[src/rtl/page_xlate.sv]
module page_xlate #(
  parameter int VA_W  = 32,
  parameter int PA_W  = 32,
  parameter int OFF_W = 12,
  parameter int TLB_N = 8
) (
  input  logic            clk,
  input  logic            rst_n,
  input  logic            flush,
  input  logic            pt_base_we,
  input  logic [PA_W-1:0] pt_base_d,
  input  logic            req_valid,
  output logic            req_ready,
  input  logic [VA_W-1:0] req_vaddr,
  input  logic [1:0]      req_acc,
  output logic            rsp_valid,
  output logic [PA_W-1:0] rsp_paddr,
  output logic [1:0]      rsp_fault,
  output logic            mem_req_valid,
  output logic [PA_W-1:0] mem_req_addr,
  input  logic            mem_req_ready,
  input  logic            mem_rsp_valid,
  input  logic [PA_W-1:0] mem_rsp_data
);
  localparam int VPN_W = VA_W - OFF_W;
  localparam int PFN_W = PA_W - OFF_W;
  localparam int IDX_W = (TLB_N > 1) ? $clog2(TLB_N) : 1;

  typedef enum logic [1:0] {S_IDLE, S_REQ, S_WAIT} state_t;
  state_t state;

  logic [TLB_N-1:0] tv;
  logic [VPN_W-1:0] tkey  [TLB_N];
  logic [PFN_W-1:0] tpfn  [TLB_N];
  logic [3:0]       tperm [TLB_N];
  logic [IDX_W-1:0] rr;

  logic [PA_W-1:0]  pt_base;
  logic [VPN_W-1:0] cur_vpn;
  logic [OFF_W-1:0] cur_off;
  logic [1:0]       cur_acc;

  logic [VPN_W-1:0] req_vpn;
  logic [TLB_N-1:0] hitv;
  logic [PFN_W-1:0] hpfn;
  logic [3:0]       hperm;
  logic [1:0]       hit_fault, fill_fault;
  logic             fill_en;

  function automatic logic [1:0] perm_chk(input logic [3:0] p, input logic [1:0] acc);
    if (!p[0])         return 2'd1;
    else if (acc == 2'd1) return p[2] ? 2'd0 : 2'd2;
    else if (acc == 2'd2) return p[3] ? 2'd0 : 2'd3;
    else               return p[1] ? 2'd0 : 2'd1;
  endfunction

  assign req_vpn       = req_vaddr[VA_W-1:OFF_W];
  assign req_ready     = (state == S_IDLE);
  assign mem_req_valid = (state == S_REQ);
  assign mem_req_addr  = pt_base + PA_W'({cur_vpn, 2'b00});
  assign fill_en       = (state == S_WAIT) && mem_rsp_valid && !flush;

  genvar i;
  generate
    for (i = 0; i < TLB_N; i++) begin : g_cmp
      assign hitv[i] = tv[i] && (tkey[i] == req_vpn);
    end
  endgenerate

  always_comb begin
    hpfn  = '0;
    hperm = '0;
    for (int k = 0; k < TLB_N; k++) begin
      if (hitv[k]) begin
        hpfn  = hpfn | tpfn[k];
        hperm = hperm | tperm[k];
      end
    end
  end

  assign hit_fault  = perm_chk(hperm, req_acc);
  assign fill_fault = perm_chk(mem_rsp_data[3:0], cur_acc);

  always_ff @(posedge clk) begin
    if (!rst_n) begin
      state     <= S_IDLE;
      tv        <= '0;
      rr        <= '0;
      pt_base   <= '0;
      rsp_valid <= 1'b0;
      rsp_paddr <= '0;
      rsp_fault <= '0;
      cur_vpn   <= '0;
      cur_off   <= '0;
      cur_acc   <= '0;
    end else begin
      rsp_valid <= 1'b0;
      if (pt_base_we) pt_base <= pt_base_d;
      case (state)
        S_IDLE: if (req_valid) begin
          if (|hitv) begin
            rsp_valid <= 1'b1;
            rsp_fault <= hit_fault;
            rsp_paddr <= (hit_fault == 2'd0) ? {hpfn, req_vaddr[OFF_W-1:0]} : '0;
          end else begin
            cur_vpn <= req_vpn;
            cur_off <= req_vaddr[OFF_W-1:0];
            cur_acc <= req_acc;
            state   <= S_REQ;
          end
        end
        S_REQ: if (mem_req_ready) state <= S_WAIT;
        S_WAIT: if (mem_rsp_valid) begin
          rsp_valid <= 1'b1;
          rsp_fault <= fill_fault;
          rsp_paddr <= (fill_fault == 2'd0) ? {mem_rsp_data[PA_W-1:OFF_W], cur_off} : '0;
          state     <= S_IDLE;
        end
        default: state <= S_IDLE;
      endcase
      if (fill_en) begin
        tv[rr] <= 1'b1;
        rr     <= (rr == IDX_W'(TLB_N - 1)) ? '0 : rr + 1'b1;
      end
      if (flush) tv <= '0;
    end
  end

  always_ff @(posedge clk) begin
    if (fill_en) begin
      tkey[rr]  <= cur_vpn;
      tpfn[rr]  <= mem_rsp_data[PA_W-1:OFF_W];
      tperm[rr] <= mem_rsp_data[3:0];
    end
  end


  flush_clear_chk: assert property (@(posedge clk) disable iff (!rst_n)
    flush |=> (tv == '0));


  single_hit_chk: assert property (@(posedge clk) disable iff (!rst_n)
    $onehot0(hitv));


  fault_nopa_chk: assert property (@(posedge clk) disable iff (!rst_n)
    (rsp_valid && rsp_fault != 2'd0) |-> (rsp_paddr == '0));


  memreq_hold_chk: assert property (@(posedge clk) disable iff (!rst_n)
    (mem_req_valid && !mem_req_ready) |=> (mem_req_valid && $stable(mem_req_addr)));


  hit_nomem_chk: assert property (@(posedge clk) disable iff (!rst_n)
    (req_valid && req_ready && |hitv) |=> (rsp_valid && !mem_req_valid));
endmodule

[config.mk]
export PLATFORM = sky130hd
export DESIGN_NAME = page_xlate
export DESIGN_NICKNAME = d
export VERILOG_FILES = /design/src/rtl/page_xlate.sv
export SDC_FILE = /design/constraint.sdc
export NUM_CORES = 1
export LEC_CHECK = 0
export ABC_AREA = 1
export BUFFER_PORTS_ARGS = -buffer_cell sky130_fd_sc_hd__buf_4
export CORE_MARGIN = 2
export CORE_UTILIZATION = 50
export DETAILED_ROUTE_END_ITERATION = 10
export PLACE_DENSITY_LB_ADDON = 0.05
export SLEW_MARGIN = 20
export SYNTH_ARGS = -nofsm -noshare
export SYNTH_HDL_FRONTEND = slang
export SYNTH_SLANG_ARGS = --single-unit
[constraint.sdc]
create_clock -name clk -period 3.6 [get_ports clk]
set_input_delay 0.18 -clock clk [delete_from_list [all_inputs] [get_ports clk]]
set_output_delay 0.18 -clock clk [all_outputs]
set_load 0.005 [all_outputs]
After elaboration in Yosys (flattened, before gate mapping)
Memories as Yosys holds them, arrays and structs flattened.
Index checks and enable logic that the tools add are counted.
{ "totals": {"regBits": 114, "ramBits": 352, "input_bits": 105, "output_inout_bits": 69, "elab_cells": 127, "mem_count": 3} }
{ "memory_table": {"columns": ["name", "words", "word_bits", "rd", "rd_clocked_by_memory_dff", "wr", "line", "rtl"], "rows": [
  ["tkey", 8, 20, 8, 0, 1, "33", "logic [VPN_W-1:0] tkey [TLB_N];"],
  ["tpfn", 8, 20, 8, 0, 1, "34", "logic [PFN_W-1:0] tpfn [TLB_N];"],
  ["tperm", 8, 4, 8, 0, 1, "35", "logic [3:0] tperm [TLB_N];"]
]} }
{ "classes": {"addsub": 2, "n_lt_le_gt_ge": 2, "eq_ne": 20, "mux": 52, "bitwise_logic": 17, "reduce_logical": 21} }
{ "ops": {"columns": ["op", "n"], "rows": [
  ["$eq 20x20->1", 8],
  ["$mux 20", 8],
  ["$mux 32", 5],
  ["$or 20x20->20", 7],
  ["$pmux 32 s2", 1],
  ["$mux 2", 17],
  ["$add 32x22->32", 1],
  ["$mux 4", 8],
  ["$or 4x4->4", 7],
  ["$logic_and 1x1->1", 11],
  ["$mux 1", 8],
  ["$or 8x8->8", 1],
  ["$reduce_and 4->1", 2],
  ["$reduce_or 8->1", 1],
  ["$eq 2x1->1 const B", 3],
  ["$eq 2x2->1 const B", 3],
  ["$logic_not 2->1", 3],
  ["$ne 2x2->1 const B", 3],
  ["$pmux 2 s3", 1],
  ["$lt 3x4->1 const B", 1],
  ["$ne 2x1->1 const B", 2],
  ["$pmux 2 s2", 1],
  ["$add 3x1->3 const B", 1],
  ["$demux 1 s3", 1],
  ["9 further kinds", 10]
]} }

Depth between registers and ports, before layout
Gate-level depths: netlist of the first run.
{ "depth": {"depth_word": 26, "mapped_depth": 17, "ltp_nobuf": 15} }

Worst setup path after synthesis of the first run
OpenSTA, ideal clock, no wires.
{ "synth_path": {"kind": "register to register", "startpoint": "reg state[1]", "endpoint": "mem tkey[1][0] (netlist name) (enable)", "setup_ns": 0.447, "arrival_time_ns": 2.902, "t_required_ns": 3.153, "setup_slack_ns": 0.252, "path_stages_with_launch": 9, "n_path_buf": 0, "period_less_slack_ns": 3.348, "path_cell_list": "dfxtp_1 > inv_1 > nor2_1 > nand2_1 > nor2_1 > inv_1 > nor2_1 > inv_1 > nor2_1"} }
{ "synth_via": {"elab_chain_len": 5} }
{ "synth_rtl": {"columns": ["element", "line", "rtl"], "rows": [
  ["from (decl)", "30", "state_t state;"],
  ["from (signal assigned)", "86", "state <= S_IDLE;"],
  ["from (signal assigned)", "109", "state <= S_REQ;"],
  ["from (signal assigned)", "112", "S_REQ: if (mem_req_ready) state <= S_WAIT;"],
  ["$eq 2x2->1", "61", "assign fill_en = (state == S_WAIT) && mem_rsp_valid && !flush;"],
  ["$logic_and 1x1->1 (2 in a row)", "61", null],
  ["$mux 1", "130", "if (fill_en) begin"],
  ["$mux 1 (implied by the code)", "131", "tkey[rr] <= cur_vpn;"],
  ["to (decl)", "33", null]
]} }
No other way between the ends.

Worst setup path in the final report of the first run
{ "layout_path": {"startpoint": "reg cur_vpn[3]", "endpoint": "out mem_req_addr[18]"} }
{ "layout_via": {"elab_chain_len": 1} }
{ "layout_rtl": {"columns": ["element", "line", "rtl"], "rows": [
  ["from (decl)", "39", "logic [VPN_W-1:0] cur_vpn;"],
  ["from (signal assigned)", "106", "cur_vpn <= req_vpn;"],
  ["$add 32x22->32", "60", "assign mem_req_addr = pt_base + PA_W'({cur_vpn, 2'b00});"],
  ["to (decl)", "20", "output logic [PA_W-1:0] mem_req_addr,"]
]} }
No other way between the ends.

==> results of run 1 <==
[what timing repair did]
item                                    CTS  global route
setup buffers                             0             0
gates resized for setup                   1             4
endpoints found under the setup margin    2             7
gates cloned                              0             0
hold endpoints to repair                275             0
pin swaps                                 0             0
hold buffers                             74             0
[power groups by stage]
| stage | Clock [mW] | Combinational [mW] | Sequential [mW] |
|---|---|---|---|
| 6_report | 5.64 | 1.23 | 6.01 |
| 5_1_grt | 5.91 | 1.34 | 6.02 |
| 4_1_cts | 5.71 | 1.21 | 6.00 |
| 3_5_place_dp | 0 | 1.14 | 6.11 |
| 3_3_place_gp | 0 | 1.12 | 6.11 |
| 2_1_floorplan | 0 | 0.578 | 6.09 |
[metrics by stage]
| step | area (um2) | setup slack (ns) | util [%] | hold slack [ns] | power (mW) |
|---|---|---|---|---|---|
| 2_1_floorplan | 22120 | 0.2516 | - | 0.2789 | 6.667 |
| 3_3_place_gp | 24120 | 0.6443 | 54.90 | 0.3999 | 7.234 |
| 3_5_place_dp | 24120 | 0.6148 | 54.90 | 0.4076 | 7.248 |
| 4_1_cts | 26700 | 0.02838 | 60.77 | 0.0004455 | 12.92 |
| 5_1_grt | 26710 | 0.02181 | 60.80 | 0.02288 | 13.26 |
| 6_report | 26710 | 0.2145 | 60.80 | 0.02326 | 12.87 |
[critical path, stage by stage, from the launching register on]
cell,delay [ns]
dfxtp_1,0.30
buf_4,0.18
ha_1,0.36
a21oi_1,0.19
o21ai_2,0.12
a21boi_0,0.31
o21ai_1,0.16
a21boi_1,0.32
o21ai_1,0.16
a21oi_1,0.21
xnor2_1,0.16
buf_4,0.14
[sequential cells by signal, indices dropped and copies added, names as in the netlist]
register / cells
tkey: 160
tpfn: 160
pt_base: 32
rsp_paddr: 32
tperm: 32
cur_vpn: 20
cur_off: 12
tv: 8
rr: 3
cur_acc: 2
rsp_fault: 2
state: 2
rsp_valid: 1
[cell usage in the layout, fill, tap and decap left out, types with 9 or more instances in the layout]
cell	count
inv_1	208
nand2_1	647
xnor2_1	26
nor2_4	9
a21oi_1	137
nor2_1	319
nand4_1	196
buf_4	224
dlygate4sd3_1	74
dfxtp_1	113
clkbuf_16	53
inv_2	13
edfxtp_1	352
clkbuf_8	9
nor2_2	17
o21ai_1	18
nand3_1	70
xor2_1	25
ha_1	22
clkbuf_1	12
o21ai_0	123
[routing by layer]
| metal | wire [um] | part of all wire, % |
|---|---|---|
| met2 | 32840 | 44 |
| met5 | 13 | 0.018 |
| met4 | 2441 | 3.3 |
| met1 | 31900 | 43 |
| met3 | 6616 | 9.0 |
[cells in the mapped netlist, drive strengths merged]
| cell | number | share of area (%) |
|---|---|---|
| a21boi | 5 | 0.17 |
| a21oi | 139 | 3.2 |
| a22oi | 1 | 0.034 |
| a31oi | 2 | 0.057 |
| and2 | 4 | 0.11 |
| and3 | 2 | 0.057 |
| buf | 61 | 1.8 |
| clkbuf | 46 | 0.78 |
| clkinv | 1 | 0.017 |
| dfxtp | 114 | 10 |
| edfxtp | 352 | 48 |
| fa | 1 | 0.091 |
| ha | 22 | 1.2 |
| inv | 227 | 3.9 |
| nand2 | 650 | 11 |
| nand2b | 1 | 0.028 |
| nand3 | 74 | 1.8 |
| nand3b | 5 | 0.17 |
| nand4 | 196 | 5.5 |
| nor2 | 345 | 5.9 |
| nor3 | 5 | 0.11 |
| nor4 | 3 | 0.085 |
| o211a | 1 | 0.045 |
| o211ai | 3 | 0.10 |
| o21a | 1 | 0.034 |
| o21ai | 143 | 3.3 |
| o21bai | 1 | 0.034 |
| o221ai | 1 | 0.040 |
| o22ai | 1 | 0.028 |
| or2 | 5 | 0.14 |
| or3b | 1 | 0.040 |
| xnor2 | 26 | 1.0 |
| xor2 | 25 | 0.99 |
[final cells by class]
cell class | count | area share (%)
clock buffers | 74 | 5.598
clock inverters | 24 | 1.284
inverters | 228 | 3.260
multi-input cells | 1663 | 29.74
flip-flops and latches | 466 | 48.12
well taps | 592 | 2.773
repair buffers | 300 | 9.219
[path summary, 6_finish.rpt]
path         slack, ns  depth (start not counted)                to
max               0.21                         11  mem_req_addr[18]
min               0.02                          3        cur_vpn[9]
max reg2reg       0.81                         13      rsp_paddr[7]
min reg2reg       0.48                          2        cur_acc[0]
[cell families (layout without fill, tap and decap cells)]
group / count (synthesis) / after routing / share of synthesized area, %
and+or+nand+nor: 1291 / 1291 / 25.08
DFF: 466 / 466 / 58.10
buffers and inverters: 335 / 626 / 6.471
AOI/OAI and AO/OA: 298 / 298 / 6.991
xor gates and xnor gates: 51 / 51 / 2.019
adders and majority gates: 23 / 23 / 1.335
==> metrics, run 1 <==
DP Wirelength=just over 50000 um; hold_sp=req_vaddr[21]; core area=around 0.044 mm2; chip width=about 210 um; H-tree depth=2; Layout Nets=2839; GRT met3 Usage=6.085%; Worst R2R Start=tkey[5][0]; combinational share of power=about a tenth; PortBufs=about 170; Multi-input gate area=about 0.008 mm2; post-synth cell types=46; Final Hold Viols=0; Slew headroom=a little under half; Vias/cell=between 5 and 6; worst-path maximum fanout=10; NetSw=just over 3 mW; Clk pwr share=43.8%; Initial Utilization=about half; M2 GR Usage=between 40% and 50%; Final Skew=0.02687 ns; maximum VDD drop=~0.35 mV; fmax=295.4 MHz; busiest layer in global routing=met2; largest net degree at the start of global routing=67; setup TNS=0 ns; IO Pins=around 170; Final GP Congestion=0.9632; Rows=between 70 and 80; Final ANT Viol Nets=0; Die ar.=roughly 0.046 mm2; WP data required=3.42 ns; crit path kind=flop to primary output; fillcell total=~3800; Worst setup SP type=flop; Slew @ Worst Pin=0.7892 ns; max-slew violation count=0; Setup violations, final=0; total track usage=31.82%; register bit total from synthesis=roughly 470; crit end category=primary output; Max Root-Sink Buffers=3; total CTS buffers=between 50 and 60; initial antenna violation count=1; Overflow after GRT=0; cell area after synthesis=between 0.02 and 0.025 mm2; drt total wl=about 74000 um; n_diodes=0; arrival time worst endpoint=roughly 3.2 ns; Seq pwr share=a little under half; layout cells sized above 1=13.47%; Placed Cells incl. Taps=about 3200; Layout Cells excl Fill=3347; root buffer cell=clkbuf_16; status=complete, no violations; First-pass DRT Iterations=6; Starting DRT DRC Count=~2200; Reg clk slew, reported paths=0.06 ns; worst skew pair latency=just over 0.6 ns; met1 usage=a little under half; sequential element share of the synthesized area=~58%; max_cap viols=0; # DRC=0; worst setup path start=cur_vpn[3]; first-pass GRT wire length=between 100000 and 150000 um; crit share post-route=94.04%; die height=214.3 um; post-layout min period=around 3.4 ns; Synth Area per Inst=about 9.0 um2; power density over cell area=around 480 mW/mm2; register area=0.01285 mm2; number of global-route vias before repair=roughly 18000; Static Leak=11.22 nW; # clock sinks=466; vias post-DR=18873; HP Class=input pin to flop; switching fraction of total power=between 20% and 30%; TritonCTS clock tree=built; Syn. warnings=0; area added between synthesis and finish=20.74%; syn nets=~2600; cells after synthesis=around 2500; cell internal pwr=roughly 9.8 mW; routed len/inst=between 20 and 25 um; RSZ-0062 raised after global routing=no
(Power assumes the default switching activity.)
==> run 2, diff against run 1 <==
REMOVE_ABC_BUFFERS = 1   (was default)
==> metrics, run 2 (synthesis results as in run 1) <==
status=complete, no violations; r2r setup slk=0.90 ns; met2 wire len=around 35000 um; die height=between 200 and 250 um; Setup violations, final=0; maximum VDD drop=0.4046 mV; R2R depth=9; H-tree depth=2; highest routed layer=met4; Reg clk slew, reported paths=about 0.060 ns; crit path kind=flop to primary output; Overflow after GRT=0; HP Class=input pin to flop; Final Hold Viols=0; Vias/cell=roughly 5.7; # clock sinks=about 470; core area=0.04393 mm2; postcts setup bufs=0; Final GP Congestion=0.9425; final instance area=around 0.027 mm2; layout cells sized above 1=between 10 and 15%; Rows=77; Initial Utilization=approximately 50%; Worst setup SP type=flop; CP endpoint=mem_req_addr[20]; PortBufs=around 170; Static Leak=11.24 nW; Max stage delay on crit path=a little over 0.4 ns; vias post-DR=~19000; worst skew pair latency=0.60 ns; crit end category=primary output; Final ANT Viol Nets=0; most frequent cells in the layout=647 x nand2_1, 352 x edfxtp_1, 323 x nor2_1, 230 x buf_4, 208 x inv_1; Met3 Routed Length=approximately 7500 um; most common cell after layout, fill and taps aside=nand2_1; largest net degree at the start of global routing=60; most numerous cell on the critical path=o21ai_1; fmax=roughly 300 MHz; max-slew violation count=0; arrival time worst endpoint=approximately 3.2 ns; Worst R2R Start=state[1]; area added between synthesis and finish=20.59%; first-pass GRT wire length=114500 um; Die ar.=0.04594 mm2; Layout Nets=between 2000 and 3000; post-layout min period=3.368 ns; M1 wire length=~33000 um; Util after Layout=between 60% and 70%; biggest regs=tkey (160), tpfn (160); n_diodes=0; setup TNS=0 ns; RSZ-0062 raised after global routing=no; WP data required=3.42 ns; drt total wl=roughly 78000 um; IO Pins=approximately 170; root buffer cell=clkbuf_16; power density over cell area=approximately 470 mW/mm2; PnR Total Power=12.54 mW; routed len/inst=roughly 23 um; CP Cell Sequence=ha_1 > inv_1 > fa_1 > o21ai_1 > a21boi_0 > o21ai_1 > a21boi_1 > o21bai_1 > a21oi_1 > xnor2_1 > buf_4; initial antenna violation count=2; Worst path slowest cell=fa_1; worst setup path start=cur_vpn[0]; number of global-route vias before repair=18300; Slew headroom=between 40% and 50%; Starting DRT DRC Count=~2000; # DRC=0; total track usage=33.67%; Slew @ Worst Pin=around 0.79 ns; total CTS buffers=50; Max Root-Sink Buffers=3; worst-path maximum fanout=3; Post-DP Area=0.02427 mm2; max_cap viols=0; worst r2r dst=tkey[1][17]; First-pass DRT Iterations=5; Final Skew=0.01378 ns; crit share post-route=about 94%; DP Wirelength=49630 um; chip width=between 200 and 250 um; TritonCTS clock tree=built
run 2: worst max-delay path, delay by kind of cell, from the launching register on:
family	cells	cell delay, ns
XOR/XNOR	1	0.18
flip-flops	1	0.33
adder cells (fa/ha/maj)	2	0.58
buffers and inverters	2	0.19
AO/OA/AOI/OAI	6	1.33
run 2: how the worst min path moves through the flow:
| stage | slack, ns | cells after the start | start | to |
|---|---|---|---|---|
| finish | 0.06 | 4 | req_valid | cur_acc[1] |
| global placement | 0.40 | 3 | pt_base_d[26] | pt_base[26] |
| CTS | 0.04 | 4 | req_valid | cur_acc[1] |
| floorplan | 0.28 | 0 | mem_rsp_data[0] | tperm[0][0] |
| global route | 0.06 | 4 | req_valid | cur_acc[1] |
| detailed placement | 0.41 | 3 | pt_base_d[23] | pt_base[23] |
run 2: stage by stage:
step                      hold WS (ns)  worst slack (ns)  instances
after floorplan                 0.2789            0.2516       2357
after global placement          0.4010            0.6163       3187
after detailed placement        0.4069            0.5847       3187
after CTS                      0.04244           0.06638       3355
after global routing           0.06126          0.008304       3355
final                          0.05848            0.2323       3355
run 2: routing by layer:
metal,up-vias,track usage (%)
met3,145,6.057
met5,-,0
met1,9152,47.66
li1,8859,-
met4,0,10.67
met2,972,52.91
run 2: final cells by class:
cell class | instances | area [um2]
multi-input cells | 1663 | 7924
clock inverters | 23 | 215.2
inverters | 228 | 870.8
repair buffers | 312 | 2628
clock buffers | 71 | 1445
well taps | 592 | 740.7
flip-flops and latches | 466 | 12850
fillers | 3838 | 17260
run 2: power breakdown:
part	internal, mW	switching, mW	total, mW	leakage, nW
registers	5.90	0.0866	5.99	4.12
logic	0.499	0.836	1.34	6.30
clock network	3.02	2.20	5.21	0.819
total	9.42	3.12	12.5	11.2
run 2: repair_timing:
action / in CTS / in global routing
setup endpoints to repair: 0 / 2
resized for setup: 0 / 2
hold buffers: 74 / 0
endpoints found under the hold margin: 274 / 0
